[src/rtl/rtc_cal_pkg.sv]
`timescale 1ns/1ps
package rtc_cal_pkg;

   localparam int NUM_TIME_REGS = 7;
   localparam int IX_SEC  = 0;
   localparam int IX_MIN  = 1;
   localparam int IX_HOUR = 2;
   localparam int IX_WDAY = 3;
   localparam int IX_DATE = 4;
   localparam int IX_MON  = 5;
   localparam int IX_YEAR = 6;

   // live calendar, always binary and 24-hour
   typedef struct packed {
      logic [5:0] sec;
      logic [5:0] min;
      logic [4:0] hour;
      logic [2:0] wday;   // 0 = Sunday
      logic [4:0] date;   // 1..31
      logic [3:0] mon;    // 1..12
      logic [6:0] year;   // 0..99
   } cal_t;

   localparam cal_t CAL_RESET = '{sec: 6'd0, min: 6'd0, hour: 5'd0, wday: 3'd0,
                                  date: 5'd1, mon: 4'd1, year: 7'd0};

   function automatic logic [7:0] bin_to_bcd(input logic [6:0] v);
      logic [3:0] t;
      logic [3:0] u;
      t = 4'(v / 7'd10);
      u = 4'(v % 7'd10);
      return {t, u};
   endfunction

   function automatic logic [6:0] bcd_to_bin(input logic [7:0] b);
      logic [6:0] t;
      t = {3'b000, b[7:4]};
      return (t * 7'd10) + {3'b000, b[3:0]};
   endfunction

   function automatic logic [7:0] enc_num(input logic [6:0] v, input logic bcd);
      return bcd ? bin_to_bcd(v) : {1'b0, v};
   endfunction

   function automatic logic [6:0] dec_num(input logic [7:0] b, input logic bcd);
      return bcd ? bcd_to_bin(b) : b[6:0];
   endfunction

   function automatic logic [4:0] days_in_month(input logic [3:0] mon, input logic [6:0] year);
      case (mon)
         4'd2:                    return (year[1:0] == 2'b00) ? 5'd29 : 5'd28;
         4'd4, 4'd6, 4'd9, 4'd11: return 5'd30;
         default:                 return 5'd31;
      endcase
   endfunction

endpackage

[src/rtl/rtc_cal_counter.sv]
`timescale 1ns/1ps
module rtc_cal_counter
   import rtc_cal_pkg::*;
(
   input  logic clk,
   input  logic rst_n,
   input  logic tick,
   input  logic load,
   input  cal_t load_val,
   output cal_t now
);

   cal_t nxt;

   always_comb begin
      nxt = now;
      if (now.sec >= 6'd59) begin
         nxt.sec = 6'd0;
         if (now.min >= 6'd59) begin
            nxt.min = 6'd0;
            if (now.hour >= 5'd23) begin
               nxt.hour = 5'd0;
               nxt.wday = (now.wday >= 3'd6) ? 3'd0 : now.wday + 3'd1;
               if (now.date >= days_in_month(now.mon, now.year)) begin
                  nxt.date = 5'd1;
                  if (now.mon >= 4'd12) begin
                     nxt.mon  = 4'd1;
                     nxt.year = (now.year >= 7'd99) ? 7'd0 : now.year + 7'd1;
                  end else begin
                     nxt.mon = now.mon + 4'd1;
                  end
               end else begin
                  nxt.date = now.date + 5'd1;
               end
            end else begin
               nxt.hour = now.hour + 5'd1;
            end
         end else begin
            nxt.min = now.min + 6'd1;
         end
      end else begin
         nxt.sec = now.sec + 6'd1;
      end
   end

   always_ff @(posedge clk) begin
      if (!rst_n)    now <= CAL_RESET;
      else if (load) now <= load_val;
      else if (tick) now <= nxt;
   end


   load_wins_chk: assert property (@(posedge clk) disable iff (!rst_n)
      load |=> (now == $past(load_val)));


   sec_step_chk: assert property (@(posedge clk) disable iff (!rst_n)
      (tick && !load && now.sec != 6'd59) |=> (now.sec == $past(now.sec) + 6'd1));


   field_range_chk: assert property (@(posedge clk) disable iff (!rst_n)
      (now.sec < 6'd60) && (now.min < 6'd60) && (now.hour < 5'd24) && (now.wday < 3'd7));


   date_range_chk: assert property (@(posedge clk) disable iff (!rst_n)
      (now.date != 5'd0) && (now.date <= days_in_month(now.mon, now.year)) &&
      (now.mon != 4'd0) && (now.mon <= 4'd12) && (now.year <= 7'd99));

endmodule

[src/rtl/rtc_cal_codec.sv]
`timescale 1ns/1ps
module rtc_cal_codec
   import rtc_cal_pkg::*;
#(
   parameter bit BCD_SUPPORT = 1'b1
) (
   input  logic                           bcd_mode,
   input  logic                           h24_mode,
   input  cal_t                           live,
   input  logic [NUM_TIME_REGS-1:0][7:0]  shadow,
   output logic [NUM_TIME_REGS-1:0][7:0]  enc,
   output cal_t                           dec
);

   logic bcd_eff;

   if (BCD_SUPPORT) begin : g_bcd
      assign bcd_eff = bcd_mode;
   end else begin : g_bin_only
      assign bcd_eff = 1'b0;
   end

   // live -> register bytes
   logic       pm;
   logic [4:0] h12;

   always_comb begin
      pm = (live.hour >= 5'd12);
      if (live.hour == 5'd0)       h12 = 5'd12;
      else if (live.hour > 5'd12)  h12 = live.hour - 5'd12;
      else                         h12 = live.hour;

      enc[IX_SEC]  = enc_num({1'b0, live.sec}, bcd_eff);
      enc[IX_MIN]  = enc_num({1'b0, live.min}, bcd_eff);
      enc[IX_HOUR] = h24_mode ? enc_num({2'b00, live.hour}, bcd_eff)
                              : (enc_num({2'b00, h12}, bcd_eff) | {1'b0, pm, 6'b000000});
      enc[IX_WDAY] = 8'd1 << live.wday;
      enc[IX_DATE] = enc_num({2'b00, live.date}, bcd_eff);
      enc[IX_MON]  = enc_num({3'b000, live.mon}, bcd_eff);
      enc[IX_YEAR] = enc_num(live.year, bcd_eff);
   end

   // shadow bytes -> clamped live fields
   logic [6:0] d_sec, d_min, d_hr, h_raw, d_date, d_mon, d_year;
   logic [3:0] wd_idx;
   logic [4:0] dim;

   always_comb begin
      d_sec = dec_num(shadow[IX_SEC] & 8'h7f, bcd_eff);
      d_min = dec_num(shadow[IX_MIN] & 8'h7f, bcd_eff);
      h_raw = dec_num(shadow[IX_HOUR] & (bcd_eff ? 8'h1f : 8'h0f), bcd_eff);
      if (h24_mode)
         d_hr = dec_num(shadow[IX_HOUR] & 8'h3f, bcd_eff);
      else
         d_hr = ((h_raw == 7'd12) ? 7'd0 : h_raw) + (shadow[IX_HOUR][6] ? 7'd12 : 7'd0);
      d_date = dec_num(shadow[IX_DATE] & (bcd_eff ? 8'h3f : 8'h1f), bcd_eff);
      d_mon  = dec_num(shadow[IX_MON]  & (bcd_eff ? 8'h1f : 8'h0f), bcd_eff);
      d_year = dec_num(bcd_eff ? shadow[IX_YEAR] : (shadow[IX_YEAR] & 8'h7f), bcd_eff);

      wd_idx = 4'd0;
      for (int b = 7; b >= 0; b--) begin
         if (shadow[IX_WDAY][b]) wd_idx = 4'(b);
      end

      dec.sec  = (d_sec  > 7'd59) ? 6'd0 : d_sec[5:0];
      dec.min  = (d_min  > 7'd59) ? 6'd0 : d_min[5:0];
      dec.hour = (d_hr   > 7'd23) ? 5'd0 : d_hr[4:0];
      dec.wday = (wd_idx > 4'd6)  ? 3'd0 : wd_idx[2:0];
      dec.mon  = (d_mon == 7'd0 || d_mon > 7'd12) ? 4'd1 : d_mon[3:0];
      dec.year = (d_year > 7'd99) ? 7'd0 : d_year;
      dim      = days_in_month(dec.mon, dec.year);
      dec.date = (d_date == 7'd0 || d_date > {2'b00, dim}) ? 5'd1 : d_date[4:0];
   end

endmodule

[src/rtl/rtc_cal_upd_chan.sv]
`timescale 1ns/1ps
module rtc_cal_upd_chan #(
   parameter int LAT_W = 6
) (
   input  logic             clk,
   input  logic             rst_n,
   input  logic             start,
   input  logic [LAT_W-1:0] lat_cycles,
   output logic             busy,
   output logic             done
);

   logic [LAT_W-1:0] cnt;

   assign done = busy && (cnt == '0);

   always_ff @(posedge clk) begin
      if (!rst_n) begin
         busy <= 1'b0;
         cnt  <= '0;
      end else if (!busy) begin
         if (start) begin
            busy <= 1'b1;
            cnt  <= lat_cycles - LAT_W'(1);
         end
      end else if (cnt == '0) begin
         busy <= 1'b0;
      end else begin
         cnt <= cnt - LAT_W'(1);
      end
   end


   busy_end_chk: assert property (@(posedge clk) disable iff (!rst_n)
      $fell(busy) |-> ($past(cnt) == '0));


   no_restart_chk: assert property (@(posedge clk) disable iff (!rst_n)
      (busy && start && cnt != '0) |=> (busy && (cnt == $past(cnt) - LAT_W'(1))));

endmodule

[src/rtl/rtc_shadow_cal.sv]
`timescale 1ns/1ps
module rtc_shadow_cal
   import rtc_cal_pkg::*;
#(
   parameter int LAT_LONG    = 40,
   parameter int LAT_SHORT   = 6,
   parameter bit BCD_SUPPORT = 1'b1,
   parameter int ADDR_W      = 4
) (
   input  logic              clk,
   input  logic              rst_n,
   input  logic              tick,
   input  logic              bus_sel,
   input  logic              bus_wr,
   input  logic [ADDR_W-1:0] bus_addr,
   input  logic [7:0]        bus_wdata,
   output logic [7:0]        bus_rdata
);

   localparam int LAT_W     = $clog2(LAT_LONG + 1);
   localparam int NUM_CHAN  = 2;
   localparam int CH_WRITE  = 0;
   localparam int CH_READ   = 1;
   localparam logic [ADDR_W-1:0] ADDR_CTRL = ADDR_W'(8);
   localparam logic [ADDR_W-1:0] ADDR_UPD  = ADDR_W'(9);
   localparam logic [ADDR_W-1:0] ADDR_NT   = ADDR_W'(NUM_TIME_REGS);

   if (LAT_SHORT < 1 || LAT_SHORT >= LAT_LONG) begin : g_bad_lat
      $error("rtc_shadow_cal: need 1 <= LAT_SHORT < LAT_LONG");
   end
   if (ADDR_W < 4) begin : g_bad_addr
      $error("rtc_shadow_cal: ADDR_W must be at least 4");
   end

   logic                                bus_we;
   logic [NUM_TIME_REGS-1:0][7:0]       shadow;
   logic [NUM_TIME_REGS-1:0][7:0]       rbuf;
   logic [NUM_TIME_REGS-1:0][7:0]       enc;
   logic                                bcd_mode, h24_mode, lat_sel, te_hold;
   logic [LAT_W-1:0]                    lat_pick;
   logic [NUM_CHAN-1:0]                 ch_start, ch_busy, ch_done;
   logic                                load;
   cal_t                                live, dec;

   assign bus_we   = bus_sel && bus_wr;
   assign lat_pick = bus_wdata[4] ? LAT_W'(LAT_SHORT) : LAT_W'(LAT_LONG);
   assign ch_start[CH_WRITE] = bus_we && (bus_addr == ADDR_UPD) && bus_wdata[0];
   assign ch_start[CH_READ]  = bus_we && (bus_addr == ADDR_UPD) && bus_wdata[1];
   assign load = ch_done[CH_WRITE] && te_hold;

   for (genvar c = 0; c < NUM_CHAN; c++) begin : g_chan
      rtc_cal_upd_chan #(.LAT_W(LAT_W)) u_chan (
         .clk        (clk),
         .rst_n      (rst_n),
         .start      (ch_start[c]),
         .lat_cycles (lat_pick),
         .busy       (ch_busy[c]),
         .done       (ch_done[c])
      );
   end

   rtc_cal_codec #(.BCD_SUPPORT(BCD_SUPPORT)) u_codec (
      .bcd_mode (bcd_mode),
      .h24_mode (h24_mode),
      .live     (live),
      .shadow   (shadow),
      .enc      (enc),
      .dec      (dec)
   );

   rtc_cal_counter u_counter (
      .clk      (clk),
      .rst_n    (rst_n),
      .tick     (tick),
      .load     (load),
      .load_val (dec),
      .now      (live)
   );

   always_ff @(posedge clk) begin
      if (!rst_n) begin
         shadow   <= '0;
         rbuf     <= '0;
         bcd_mode <= 1'b0;
         h24_mode <= 1'b1;
         lat_sel  <= 1'b0;
         te_hold  <= 1'b0;
      end else begin
         if (bus_we && bus_addr < ADDR_NT)
            shadow[bus_addr[2:0]] <= bus_wdata;
         if (bus_we && bus_addr == ADDR_CTRL) begin
            bcd_mode <= bus_wdata[0];
            h24_mode <= bus_wdata[1];
         end
         if (bus_we && bus_addr == ADDR_UPD)
            lat_sel <= bus_wdata[4];
         if (ch_start[CH_WRITE] && !ch_busy[CH_WRITE])
            te_hold <= bus_wdata[2];
         else if (ch_done[CH_WRITE])
            te_hold <= 1'b0;
         if (ch_done[CH_READ])
            rbuf <= enc;
      end
   end

   always_comb begin
      if (bus_addr < ADDR_NT)
         bus_rdata = rbuf[bus_addr[2:0]];
      else if (bus_addr == ADDR_CTRL)
         bus_rdata = {6'b000000, h24_mode, bcd_mode};
      else if (bus_addr == ADDR_UPD)
         bus_rdata = {3'b000, lat_sel, 1'b0, te_hold && ch_busy[CH_WRITE],
                      ch_busy[CH_READ], ch_busy[CH_WRITE]};
      else
         bus_rdata = 8'h00;
   end


   rbuf_hold_chk: assert property (@(posedge clk) disable iff (!rst_n)
      !ch_done[CH_READ] |=> $stable(rbuf));


   no_te_hold_chk: assert property (@(posedge clk) disable iff (!rst_n)
      (ch_done[CH_WRITE] && !te_hold && !tick) |=> $stable(live));

endmodule

[config.mk]
export PLATFORM = sky130hd
export DESIGN_NAME = rtc_shadow_cal
export DESIGN_NICKNAME = d
export VERILOG_FILES = /design/src/rtl/rtc_cal_pkg.sv /design/src/rtl/rtc_cal_counter.sv /design/src/rtl/rtc_cal_codec.sv /design/src/rtl/rtc_cal_upd_chan.sv /design/src/rtl/rtc_shadow_cal.sv
export SDC_FILE = /design/constraint.sdc
export NUM_CORES = 1
export LEC_CHECK = 0
export ABC_AREA = 1
export BUFFER_PORTS_ARGS = -buffer_cell sky130_fd_sc_hd__buf_2
export CAP_MARGIN = 20
export CORE_MARGIN = 3
export CORE_UTILIZATION = 45
export DETAILED_ROUTE_END_ITERATION = 7
export PLACE_DENSITY = 0.64
export SETUP_SLACK_MARGIN = 0.02
export SYNTH_ARGS = -nofsm -noshare
export SYNTH_HDL_FRONTEND = slang
export SYNTH_SLANG_ARGS = --single-unit
[constraint.sdc]
create_clock -name clk -period 5.1 [get_ports clk]
set_input_delay 0.255 -clock clk [delete_from_list [all_inputs] [get_ports clk]]
set_output_delay 0.255 -clock clk [all_outputs]
set_load 0.005 [all_outputs]
Word level (Yosys, flattened, before mapping)
Cells that the tools add are included.

word-level totals
  flip-flop bits (word level) = 166
  word-level logic and storage cells = 230
  input bits = 17
  output and inout bits = 8

cells by class
  equal/unequal tests = 15
  $lt $le $gt $ge = 19
  reductions and logical operators = 40
  $mul = 7
  add/sub/neg operators = 19
  multiplexer cells = 82
  shift-type cells = 1
  bitwise logic cells = 4
  div/mod/pow operators = 14

operator list
  kind                                                number
  2-to-1 mux 8 bit                                    12
  2-to-1 mux 7 bit                                    12
  2-to-1 mux 36 bit                                   2
  2-to-1 mux 6 bit                                    12
  2-to-1 mux 5 bit                                    12
  bitwise mux 56 bit                                  1
  adder 7 x 4 -> 7 bit                                7
  2-to-1 mux 3 bit                                    10
  2-to-1 mux 30 bit                                   1
  AND 8 bit                                           3
  binary-select mux 8 bit (select 3 bit)              1
  demux 8 bit (select 3 bit)                          1
  == test 4 bit, second input constant                6
  multiplier 4 x 3 -> 6 bit, second input constant    4
  2-to-1 mux 24 bit                                   1
  divider 5 x 4 -> 7 bit, second input constant       3
  modulo 5 x 4 -> 7 bit, second input constant        3
  one-hot mux 5 bit (2 select lines)                  2
  2-to-1 mux 19 bit                                   1
  nonzero test 2 bit                                  9
  subtractor 6 x 1 -> 6 bit, second input constant    3
  == test 4 x 3 -> 1 bit, second input constant       4
  divider 6 x 4 -> 7 bit, second input constant       2
  > comparator 7 x 6 -> 1 bit, second input constant  2
  other kinds (51)                                    87

Depth between registers and ports, before layout
Gate-level depths: netlist of the first run.

  depth in word-level cells = 15
  depth in mapped cells = 27

By module
A second synthesis of the first run with hierarchy kept.

unflattened totals
  cells, all modules = 1,971
  area, all modules = 12,440.7 um^2

modules (own cells, without submodules)
  module            instances  seq. area each (um^2)  area an instance (um^2)  cells each
  rtc_shadow_cal    1          2,322.2                5,108.6                  727
  rtc_cal_codec     1          0.0                    3,888.7                  709
  rtc_cal_counter   1          720.7                  2,364.8                  355
  rtc_cal_upd_chan  2          140.1                  539.3                    90

Worst setup path after synthesis of the first run
OpenSTA, ideal clock, no wires.

  kind = reg-to-reg
  start = reg bcd_mode
  end = reg u_counter.now[14] in the netlist's numbering
  cell stages (with the launch flop) = 22
  setup time = 0.119 ns
  data required time = 4.981 ns
  slack = 1.136 ns
  arrival time = 3.846 ns
  path buffers = 4
  clock period less this slack = 3.964 ns
  cells stage by stage = dfxtp_1 > clkbuf_1 > clkbuf_1 > buf_1 > clkbuf_1 > nand2_1 > inv_1 > ha_1 > ha_1 > or2_2 > o21ai_0 > o31ai_1 > nor3b_1 > nand2_1 > nor3_1 > a31oi_1 > ha_1 > a21oi_1 > nand4_1 > nand3_1 > nor2_1 > o221a_2

on the way
  word-level cells in the longest chain between the ends = 15
  elaborated cells between the ends (all ways) = 34
  those cells by class = add/sub: 3; mul: 3; order compare: 3; eq/ne: 5; mux: 12; bitwise: 2; reduce/logical: 6

ends and longest elaborated chain
  what                                                                     RTL line               RTL
  start: declaration                                                       rtc_shadow_cal.sv:39   logic bcd_mode, h24_mode, lat_sel, te_hold;
  start signal: assignment                                                 rtc_shadow_cal.sv:92   bcd_mode <= bus_wdata[0];
  2-to-1 mux 5 bit                                                         rtc_cal_codec.sv:57    d_mon = dec_num(shadow[IX_MON] & (bcd_eff ? 8'h1f : 8'h0f), bcd_eff);
  AND 8 bit                                                                rtc_cal_codec.sv:57
  multiplier 4 x 3 -> 6 bit                                                rtc_cal_pkg.sv:38      return (t * 7'd10) + {3'b000, b[3:0]};
  adder 7 x 4 -> 7 bit                                                     rtc_cal_pkg.sv:38
  2-to-1 mux 7 bit                                                         rtc_cal_pkg.sv:46      return bcd ? bcd_to_bin(b) : b[6:0];
  > comparator 7 x 4 -> 1 bit / logical NOT 7 bit (equally long branches)  rtc_cal_codec.sv:69    dec.mon = (d_mon == 7'd0 || d_mon > 7'd12) ? 4'd1 : d_mon[3:0];
  logical OR 1 bit                                                         rtc_cal_codec.sv:69
  2-to-1 mux 4 bit                                                         rtc_cal_codec.sv:69
  == test 4 x 3 -> 1 bit / == test 4 bit (equally long branches)           rtc_cal_pkg.sv:50      case (mon)
  OR reduction 4 bit                                                       rtc_cal_pkg.sv:50
  one-hot mux 5 bit (2 select lines)                                       rtc_cal_pkg.sv:50
  > comparator 7 x 5 -> 1 bit                                              rtc_cal_codec.sv:72    dec.date = (d_date == 7'd0 || d_date > {2'b00, dim}) ? 5'd1 : d_date[4:0];
  logical OR 1 bit                                                         rtc_cal_codec.sv:72
  2-to-1 mux 5 bit (*)                                                     rtc_cal_codec.sv:72
  2-to-1 mux 36 bit (*)                                                    rtc_cal_counter.sv:48  else if (load) now <= load_val;
  end signal: assignment                                                   rtc_cal_counter.sv:48
  end signal: assignment                                                   rtc_cal_counter.sv:49  else if (tick) now <= nxt;
  end: declaration                                                         rtc_cal_counter.sv:10  output cal_t now

Mark *: on every way between the ends. The rest lies on a longest branch, timed or not.
A chain may end at the register's enable or synchronous reset.

Final worst setup path of the first run
  start = reg bcd_mode
  end = reg u_counter.now[12] in the netlist's numbering

Same word-level chain as after synthesis.

==> impl_results.md, run 1 <==
- Mapped Cells: 1,566
- DP HPWL: 21.1 mm
- Startpoint types: flip-flop
- Final Util: about half
- Detail-routed net length per standard cell: roughly 15 um
- Number of synthesized flops with an enable pin: 0
- Most common flop cell mapped by yosys: dfxtp_1
- Fin area: about 11,000 um^2
- Worst Hold Class: input pin to flip-flop
- Outcome: completed
- Cts hold-fix bufs: 0
- Global-route wire length before repair: 47.8 mm
- Placed inst area: roughly 11,000 um^2
- Via Count: 10,200
- Async set or reset register ratio after synthesis: 0%
- Synth top area cells: dfxtp_1, ha_1, nand2_1, o21ai_0, a21oi_1
- DIE HEIGHT: 159 um
- Crit end category: flip-flop
- Vias in the first global route: 9,378
- Yosys warnings: 0
- Initial Util: between 40% and 50%
- Worst-margin pin slew: between 1 and 1.5 ns
- CORE AREA: approximately 23,000 um^2
- Detailed-route DRC error count: 0
- Initial antenna violation count: 0
- First-pass DRT Iterations: 5
- Layout cells sized above 1: just under 8%
- Worst setup margin: 1.32 ns
- WP data required: 5.42 ns
- Peak per-stage delay on the critical path: 0.52 ns
- GRT Util Overall: a little under a quarter
- PwrDens: 222 nW/um^2
- Average cell area after synthesis: a little under 7 um^2
- Clock transition at path regs: 0.06 ns
- RD Place Congestion: between 0.8 and 0.9
- Root Driver: clkbuf_16
- RSZ-0062 raised after global routing: no
- Critical Path Fanout Max: 57
- Drt total wl: 29.1 mm
- Layout area overhead: 8.48%
- Largest area contributor in the netlist: dfxtp_1
- Fin crit period: roughly 3.8 ns
- Via density per instance: 5.43
- Fin nets: 1,677
- Full die area: between 20,000 and 30,000 um^2
- Place WS: 1.40 ns
- Post-CTS Setup Inserts: 0
- I/O pin cnt: 25
- Port Buffers: 24
- Netlist cell types: 61
- WS Path Type: flip-flop to flip-flop
- CP max-delay cell: buf_4
- Syn Nets: between 1,500 and 2,000
- Sequential element share of the synthesized area: roughly 28%
- Drt first-iter violations: 725
- Fin. Hold Viols: 0
- Clk_skew: 0.00860 ns
- Placed cell count: 1,856
- CP Cell Sequence: buf_4, nand2_1, inv_1, ha_1, ha_1, or2_2, o21ai_0, o31ai_1, nor3b_1, nand2_1, nor3_1, a31oi_1, ha_1, a21oi_1, nand4_1, nand3_1, inv_1, nand2_1, a221oi_1
- Post-route ant nets: 0
- Synthesized area: around 11,000 um^2
- Gr ovfl total: 0
- Pleak: 0.00524 uW
- Clock Latency Late Sink: roughly 0.42 ns
- Worst Path Arrival: 4.10 ns
- Max-cap violation count: 0
- Slew HR: 32.5%
- Largest net degree at the start of global routing: 60
- Setup_tns: 0 ns
- Die width: 159 um
- Row count: 55
- Final setup vio count: 0
- Synth Register Bits: 150
- Max frequency: about 0.26 GHz
- Total CTS buffers: 17
- Non-Filler Instances: approximately 1,900
- Pins Over Slew Limit: 0
- Maximum vdd drop: 0.196 mV
- TritonCTS clock tree: built
- Area share of the largest cell type after synthesis: 28.4%
- H-tree depth: 4
- Post-CTS sizing: 0
- Clock buffer depth: 2
- # clock sinks: 150
- Fin crit share: 74.2%
per-layer routing:
metal  vias to the layer above  track usage [%]  wire length, um
met2                       258             35.6            12400
met5                         -                0                0
met1                      4713             32.9            14500
met3                        29             3.85             1750
met4                         0             5.73              466
li1                       5233                -                -
cells in the final DEF, fill, tap and decap left out, types with 11 or more instances in the layout:
| cell | n |
|---|---|
| dfxtp_1 | 149 |
| o21ai_0 | 166 |
| inv_2 | 13 |
| ha_1 | 91 |
| nand3_1 | 95 |
| nor3_1 | 34 |
| nand2_1 | 269 |
| inv_1 | 185 |
| buf_2 | 24 |
| buf_4 | 11 |
| a21oi_1 | 154 |
| o211ai_1 | 13 |
| clkbuf_16 | 17 |
| nor2_1 | 151 |
| a31oi_1 | 26 |
| xor2_1 | 27 |
synth_stat cells, types with 13 or more instances:
master    instances
clkbuf_1         44
nand3_1          95
a21oi_1         154
o211ai_1         13
nor3_1           34
ha_1             91
o21ai_0         166
inv_1           187
nand2_1         269
xor2_1           27
nor2_1          152
dfxtp_1         150
a31oi_1          26
stage by stage:
step | hold slack, ns | total power (uW)
6_report | 0.123 | 2550
5_1_grt | 0.106 | 2640
4_1_cts | 0.101 | 2570
3_5_place_dp | 0.456 | 1390
3_3_place_gp | 0.454 | 1390
2_1_floorplan | 0.390 | 1340
worst max-delay path, delay by kind of cell, from the launching register on:
family	cells	cell delay, ns
adder cells (fa/ha/maj)	3	0.68
buffers and inverters	3	0.74
AND/OR/NAND/NOR	8	1.29
flip-flops	1	0.33
AO/OA/AOI/OAI	5	0.63
report_power, final:
group	total (uW)	internal, uW	leakage, uW	switching, uW
logic	169	50.4	0.00377	118
registers	1200	1180	0.00121	13.0
clock network	1190	703	0.000262	484
total	2550	1940	0.00524	615
state kept, by name, summed over array words and instances, names as in the netlist, 2 cells and up:
signal              cells
rbuf                   48
g_chan.u_chan.cnt      12
shadow                 48
g_chan.u_chan.busy      2
u_counter.now          36
worst paths after layout:
path	startpoint	endpoint	slack, ns	depth (start not counted)
max	bcd_mode$_SDFFE_PN0P_	u_counter.now[12]$_SDFFE_PN0P_	1.32	19
min reg2reg	rbuf[35]$_SDFFE_PN0P_	rbuf[35]$_SDFFE_PN0P_	0.47	2
min	bus_wdata[7]	shadow[31]$_SDFFE_PN0P_	0.12	3
max reg2reg	bcd_mode$_SDFFE_PN0P_	u_counter.now[12]$_SDFFE_PN0P_	1.32	19
layout make-up:
| cell class | instances | area [um^2] |
|---|---|---|
| Antenna cell | 1 | 2.50 |
| Clock buffer | 26 | 529 |
| Clock inverter | 2 | 15.0 |
| Fill cell | 2328 | 11400 |
| Inverter | 202 | 758 |
| Multi-Input combinational cell | 1156 | 6590 |
| Sequential cell | 150 | 3000 |
| Tap cell | 313 | 392 |
| Timing Repair Buffer | 35 | 203 |
logic make-up after synthesis:
| kind of cell | share of synthesized area [%] |
|---|---|
| compound gates | 21.7 |
| fa+ha+maj | 12.1 |
| xor+xnor | 2.40 |
| flops | 28.4 |
| buf+inv | 9.53 |
| mux | 0.0945 |
| simple gates | 25.8 |
Note: power is estimated with default switching activity, not from simulation.
==> run 2: changes to the inputs <==
--- a/config.mk
+++ b/config.mk
@@ -5,13 +5,13 @@
 export SDC_FILE = /design/constraint.sdc
 export NUM_CORES = 1
 export LEC_CHECK = 0
-export ABC_AREA = 1
+export ABC_AREA = 0
 export BUFFER_PORTS_ARGS = -buffer_cell sky130_fd_sc_hd__buf_2
 export CAP_MARGIN = 20
 export CORE_MARGIN = 3
 export CORE_UTILIZATION = 45
 export DETAILED_ROUTE_END_ITERATION = 7
-export PLACE_DENSITY = 0.64
+export PLACE_DENSITY = 0.66
 export SETUP_SLACK_MARGIN = 0.02
 export SYNTH_ARGS = -nofsm -noshare
 export SYNTH_HDL_FRONTEND = slang
==> constraint.sdc (replaced) <==
create_clock -name clk -period 3.06 [get_ports clk]
set_input_delay 0.153 -clock clk [delete_from_list [all_inputs] [get_ports clk]]
set_output_delay 0.153 -clock clk [all_outputs]
set_load 0.005 [all_outputs]
==> impl_results.md, run 2 <==
- GRT Util Overall: 24.1% (+1.3 points)
- Fin crit share: 114% (+40 points)
- Area share of the largest cell type after synthesis: 26.8% (-1.5 points)
- Register area: 3000 um^2 (-0.29%)
- Via density per instance: 5.83 (+7.4%)
- Drt total wl: 32.3 mm (+11%)
- Most common cell in the synthesized netlist: nor2_1
- Vias in the first global route: 10,200 (+8.6%)
- Sequential element share of the synthesized area: 26.8% (-1.5 points)
- CP max-delay cell: fa_2
- Worst Reg-to-Reg Cells: 18 (-1)
- I/O pin cnt: 25 (unchanged)
- Fin crit period: 3.50 ns (-0.287 ns)
- Average cell area after synthesis: 7.76 um^2 (+15%)
- Hold path cells: 3 (unchanged)
- Most common flop cell mapped by yosys: dfxtp_1
- H-tree depth: 4 (unchanged)
- Port Buffers: 24 (unchanged)
- Clock buffer depth: 2 (unchanged)
- Synth top area cells: dfxtp_1, ha_1, a21oi_1, mux2i_1, nor2_1
- First-pass DRT Iterations: 5 (unchanged)
- Drt first-iter violations: 862 (+19%)
- WS Path Type: flip-flop to flip-flop
- Row count: 56 (+1.8%)
- CP bufs+invs: 1 (-2)
- Global-route wire length before repair: 52.1 mm (+9.0%)
- Number of synthesized flops with an enable pin: 0 (unchanged)
- Layout cells sized above 1: 18.8% (+11 points)
- Number of cells on the critical path: 18 (-1)
- Area taken by multi-input logic gates: 7840 um^2 (+19%)
- CP Cell Sequence: and2_4, ha_4, ha_4, inv_2, fa_2, nand2b_4, or3_4, a31oi_4, a21oi_2, nor2_1, a21oi_1, ha_1, nand2_1, o211ai_1, nor2_1, a211oi_2, a221o_1, o211ai_1
- Synthesized area: 11,100 um^2 (+5.0%)
- Place WS: -0.548 ns (-1.94 ns)
- Root Driver: clkbuf_16
- Worst Path Arrival: 3.77 ns (-0.33 ns)
- Fill cells: 2,205 (-5.3%)
- Total CTS buffers: 17 (unchanged)
- Critical Path Fanout Max: 4 (-93%)
- Yosys warnings: 0 (unchanged)
- Peak per-stage delay on the critical path: 0.43 ns (-0.09 ns)
- N_diodes: 0 (-1)
- Largest area contributor in the netlist: dfxtp_1
- Outcome: finished with violations
- Worst Hold Class: input pin to flip-flop
- Die width: 163 um (+2.4%)
- Top Family by Delay on Critical Path: adder cells
- Largest Register: rbuf
- Maximum vdd drop: 0.307 mV (+56%)
- Worst-margin pin slew: 1.11 ns (+0.107 ns)
- Fin. Hold Viols: 0 (unchanged)
- Pins Over Slew Limit: 0 (unchanged)
- Netlist cell types: 84 (+38%)
- Detailed-route DRC error count: 0 (unchanged)
- Pleak: 0.00524 uW (-0.13%)
- Clock Latency Late Sink: 0.43 ns (about the same)
- PwrDens: 339 nW/um^2 (+53%)
- TritonCTS clock tree: built
- Synth Register Bits: 149 (-0.67%)
- Post-route ant nets: 0 (unchanged)
- Most frequent cells in the layout: nor2_1, dfxtp_1, a21oi_1, nand2_1, buf_4
- Gr ovfl total: 0 (unchanged)
- Initial Util: 46.6% (+0.34 points)
- Clk_skew: 0.0113 ns (+0.00267 ns)
- Worst setup margin: -0.436 ns (-1.75 ns)
- Slew HR: 25.0% (-7.5 points)
- DIE HEIGHT: 163 um (+2.4%)
- Via Count: 10,800 (+5.1%)
- Max frequency: 0.286 GHz (+8.2%)
- Fin nets: 1,627 (-3.0%)
- DP HPWL: 23.0 mm (+8.8%)
- Clock transition at path regs: 0.07 ns (about the same)
- Final Util: 55.5% (+5.3 points)
- Startpoint types: flip-flop
- Max-cap violation count: 0 (unchanged)
- CORE AREA: 23,900 um^2 (+4.3%)
- Commonest non-fill, non-tap cell in the layout: nor2_1
- Max reg flops: 48
- # clock sinks: 149 (-0.67%)
- Top flop regs: rbuf x48, shadow x47, u_counter.now x36
- Most instantiated cells after synthesis: nor2_1, dfxtp_1, a21oi_1
- Largest net degree at the start of global routing: 55 (-8.3%)
- Layout area overhead: 19.1%
- Async set or reset register ratio after synthesis: 0% (unchanged)
- Initial antenna violation count: 1 (+1)
- WP data required: 3.33 ns (-2.09 ns)
- Mapped Cells: 1,434 (-8.4%)
- Crit end category: flip-flop
- Detail-routed net length per standard cell: 17.5 um (+13%)
- Final setup vio count: 13 (+13)
- Syn Nets: 1,549 (-7.9%)
- RD Place Congestion: 0.912 (+7.1%)
- Failing checks: negative setup slack
- RSZ-0062 raised after global routing: yes
- Full die area: 26,600 um^2 (+4.8%)
run 2: changes by cell type after synthesis, moves of 15 or more:
cell,before,now
nand2_1,269,141
or3_1,1,17
clkbuf_1,44,76
nand3_1,95,57
xnor2_1,2,26
a21o_1,0,15
xor2_1,27,9
mux2i_1,1,64
nor2b_1,0,23
o21ai_0,166,83
inv_1,187,63
a211oi_1,5,31
run 2: cell families after synthesis:
family          count (synthesis)  share of synthesized area [%]
simple gates                  487                           20.2
compound gates                424                           24.8
buf+inv                       161                           5.68
flops                         149                           26.8
fa+ha+maj                      98                           11.5
mux                            79                           7.99
xor+xnor                       36                           3.00
run 2: per-layer routing:
metal,wire length [um],track usage (%)
met1,15000,32.8
met2,15100,40.0
met3,1650,3.70
met4,538,6.46
met5,0,0
run 2: power by group:
group / switching [uW] / total (uW) / internal (uW)
logic: 185 / 281 / 95.5
clock network: 917 / 2250 / 1330
registers: 12.2 / 1960 / 1950
run 2: worst paths after layout:
check / start / endpoint / slack (ns)
setup reg to reg: bcd_mode$_SDFFE_PN0P_ / u_counter.now[11]$_SDFFE_PN1P_ / -0.44
hold / removal: bus_wdata[6] / shadow[14]$_SDFFE_PN0P_ / 0.13
hold reg to reg: rbuf[16]$_SDFFE_PN0P_ / rbuf[16]$_SDFFE_PN0P_ / 0.46
setup / recovery: bcd_mode$_SDFFE_PN0P_ / u_counter.now[11]$_SDFFE_PN1P_ / -0.44
run 2: cell type report:
cell class / instances / share of cell area [%]
clock buffers: 18 / 3.31
clock inverters: 14 / 1.44
inverters: 67 / 1.94
multi-input cells: 1124 / 59.2
flip-flops and latches: 149 / 22.6
well taps: 319 / 3.01
repair buffers: 153 / 8.51
run 2: worst reg2reg max path, delay by kind of cell, from the launching register on:
family                   cells  cell delay (ns)
adder cells (fa/ha/maj)      4             1.09
AND/OR/NAND/NOR              6             0.89
buffers and inverters        1             0.05
AO/OA/AOI/OAI                7             0.98
flip-flops                   1             0.34
run 2: what timing repair did:
action                                 4_1_cts  5_1_grt
hold buffers                                 1        0
pin swaps                                   28       16
endpoints found under the hold margin        1        0
setup endpoints to repair                   12       21
buffers inserted                            16        3
gates resized for setup                     25       31
cloned                                       0        0
run 2: through the flow:
stage | power (uW) | hold slack (ns) | cell area (um^2) | TNS, ns | instances
2_1_floorplan | 2180 | 0.297 | 11300 | -8.48 | 1434
3_3_place_gp | 2270 | 0.401 | 12300 | -2.34 | 1793
3_5_place_dp | 2280 | 0.405 | 12300 | -3.21 | 1793
4_1_cts | 4530 | 0.106 | 13100 | -2.53 | 1841
5_1_grt | 4640 | 0.118 | 13300 | -4.88 | 1844
6_report | 4490 | 0.125 | 13300 | -2.54 | 1844
==> run 3: changes to the inputs <==
--- a/config.mk
+++ b/config.mk
@@ -12,6 +12,7 @@
 export CORE_UTILIZATION = 45
 export DETAILED_ROUTE_END_ITERATION = 7
 export PLACE_DENSITY = 0.66
+export REMOVE_ABC_BUFFERS = 1
 export SETUP_SLACK_MARGIN = 0.02
 export SYNTH_ARGS = -nofsm -noshare
 export SYNTH_HDL_FRONTEND = slang
==> impl_results.md, run 3 (synthesis gave the netlist of run 2 again) <==
- Die width: 163 um (unchanged)
- Post-route ant nets: 0 (unchanged)
- Full die area: 26,600 um^2 (unchanged)
- Worst Hold Class: input pin to flip-flop
- Detail-routed net length per standard cell: 17.4 um (-0.39%)
- Fin nets: 1,636 (+0.55%)
- Drt first-iter violations: 776 (-10%)
- WP data required: 3.42 ns (+0.09 ns)
- Worst-margin pin slew: 0.698 ns (-0.413 ns)
- Global-route wire length before repair: 51.5 mm (-1.0%)
- Fill cells: 2,232 (+1.2%)
- WS Path Type: flip-flop to flip-flop
- Reg2Reg Setup Slack: -0.52 ns (-0.08 ns)
- First-pass DRT Iterations: 6 (+1)
- H-tree depth: 4 (unchanged)
- Crit end category: flip-flop
- Clock Latency Late Sink: 0.43 ns (about the same)
- Final Util: 55.9% (+0.41 points)
- Critical Path Fanout Max: 4 (unchanged)
- GRT Util Overall: 24.0% (-0.14 points)
- Worst r2r src: bcd_mode$_SDFFE_PN0P_
- RSZ-0062 raised after global routing: yes
- PwrDens: 331 nW/um^2 (-2.4%)
- Port Buffers: 24 (unchanged)
- Seq pwr share: 44.5% (+0.8 points)
- Fin crit period: 3.58 ns (+0.0849 ns)
- Top flop regs: rbuf x48, shadow x47, u_counter.now x36
- Commonest non-fill, non-tap cell in the layout: nor2_1
- Via Count: 10,900 (+0.88%)
- RD Place Congestion: 0.863 (-5.3%)
- DIE HEIGHT: 163 um (unchanged)
- Root Driver: clkbuf_16
- Outcome: finished with violations
- Layout area overhead: 20.0%
- Sw frac: 23.3% (-1.5 points)
- Startpoint types: flip-flop
- DP HPWL: 23.2 mm (+0.98%)
- Vias in the first global route: 10,100 (-0.75%)
- TritonCTS clock tree: built
- Hold path startpoint: bus_wdata[5]
- Clk_skew: 0.00901 ns (-0.00226 ns)
- Worst setup margin: -0.521 ns (-0.0849 ns)
- Pleak: 0.00528 uW (+0.81%)
- Fin crit share: 117% (+2.8 points)
- Drt total wl: 32.3 mm (about the same)
- Largest Register: rbuf
- Failing checks: negative setup slack
- N_diodes: 0 (unchanged)
- Via density per instance: 5.86 (+0.39%)
- # clock sinks: 149 (unchanged)
- I/O pin cnt: 25 (unchanged)
- Detailed-route DRC error count: 0 (unchanged)
- Min Hold Slack: 0.110 ns (-0.0157 ns)
- Max reg flops: 48 (unchanged)
- Layout cells sized above 1: 20.3% (+1.5 points)
- WHS Endpoint: shadow[5]$_SDFFE_PN0P_
- Worst Path Arrival: 3.94 ns (+0.17 ns)
- Largest net degree at the start of global routing: 46 (-16%)
- CORE AREA: 23,900 um^2 (unchanged)
- Max frequency: 0.279 GHz (-2.4%)
- Row count: 56 (unchanged)
- Pint: 3390 uW (+0.28%)
- Initial Util: 46.6% (unchanged)
- Gr ovfl total: 0 (unchanged)
- Initial antenna violation count: 0 (-1)
- Final setup vio count: 10 (-3)
- Max-cap violation count: 0 (unchanged)
- Total CTS buffers: 17 (unchanged)
- Hold path cells: 3 (unchanged)
- Switching power: 1030 uW (-7.6%)
- Clock buffer depth: 2 (unchanged)
- Slew HR: 52.3% (+27 points)
- Critical R2R Capture: u_counter.now[13]$_SDFFE_PN0P_
- Fin. Hold Viols: 0 (unchanged)
- Maximum vdd drop: 0.319 mV (+4.1%)
- Combinational cell fraction of total power: 6.2% (about the same)
- Clock transition at path regs: 0.06 ns (about the same)
- Worst Reg-to-Reg Cells: 19 (+1)
- Most frequent cells in the layout: nor2_1, dfxtp_1, nand2_1, a21oi_1, buf_4
- Clock power frac: 49.3% (-0.8 points)
- Pins Over Slew Limit: 0 (unchanged)
==> run 3: final cells by class <==
class / instances / area (um^2) / area share [%]
tap: 319 / 399 / 2.99
clock buffer: 23 / 478 / 3.58
timing repair buffer: 162 / 1180 / 8.85
sequential: 149 / 2990 / 22.4
multi-input combinational: 1124 / 7920 / 59.3
clock inverter: 9 / 125 / 0.937
inverter: 67 / 254 / 1.90
==> run 3: layer usage <==
metal  up-vias  share of wire (%)  track usage (%)
li1       5336                  -                -
met2       285                 49             41.0
met3        61                4.4             3.80
met4         0                2.9             8.27
met5         -                  0                0
met1      5168                 44             30.7
==> run 3: repair_timing <==
item                                    CTS  global route
endpoints found under the setup margin   14            23
hold endpoints to repair                  1             0
setup buffers                             9            14
resized for setup                        47            57
hold buffers                              1             0
cloned                                    0             0
pin swaps                                40            35
==> run 3: how the worst max path moves through the flow <==
stage,from,to,depth (start not counted)
2_1_floorplan,bcd_mode$_SDFFE_PN0P_,u_counter.now[13]$_SDFFE_PN0P_,19
5_1_grt,bcd_mode$_SDFFE_PN0P_,u_counter.now[13]$_SDFFE_PN0P_,19
4_1_cts,bcd_mode$_SDFFE_PN0P_,u_counter.now[13]$_SDFFE_PN0P_,19
6_report,bcd_mode$_SDFFE_PN0P_,u_counter.now[13]$_SDFFE_PN0P_,19
3_3_place_gp,bcd_mode$_SDFFE_PN0P_,u_counter.now[13]$_SDFFE_PN0P_,20
3_5_place_dp,bcd_mode$_SDFFE_PN0P_,u_counter.now[13]$_SDFFE_PN0P_,20
==> run 3: power by group through the flow <==
stage,clock [uW],combinational [uW],sequential [uW]
floorplan,0,134,2010
global placement,0,261,2010
detailed placement,0,263,2010
CTS,2210,267,1960
global route,2280,299,1970
finish,2180,273,1970
==> run 3: critical path, cell delays in order (launching register included) <==
cell      delay, ns
dfxtp_4        0.34
and2_4         0.14
ha_4           0.26
ha_4           0.12
inv_2          0.03
fa_1           0.47
nand2b_4       0.17
or3_4          0.34
a31oi_4        0.20
a21oi_2        0.06
nor2_1         0.12
a21oi_1        0.05
ha_1           0.26
nand2_1        0.05
o211ai_1       0.10
nor2_1         0.10
a211oi_2       0.33
a22o_1         0.18
a21oi_1        0.05
nor3_1         0.15
==> run 3: metrics by stage <==
stage               power (uW)  std cells  setup WS [ns]  TNS, ns  instance area (um^2)
detailed placement        2270       1799         -0.630    -3.71                 12200
finish                    4420       1853         -0.521    -2.92                 13400
CTS                       4440       1840         -0.519    -3.00                 13000
floorplan                 2150       1340          -2.20   -32.74                 10700
global route              4550       1853         -0.697    -4.36                 13400
global placement          2270       1799         -0.584    -2.72                 12200
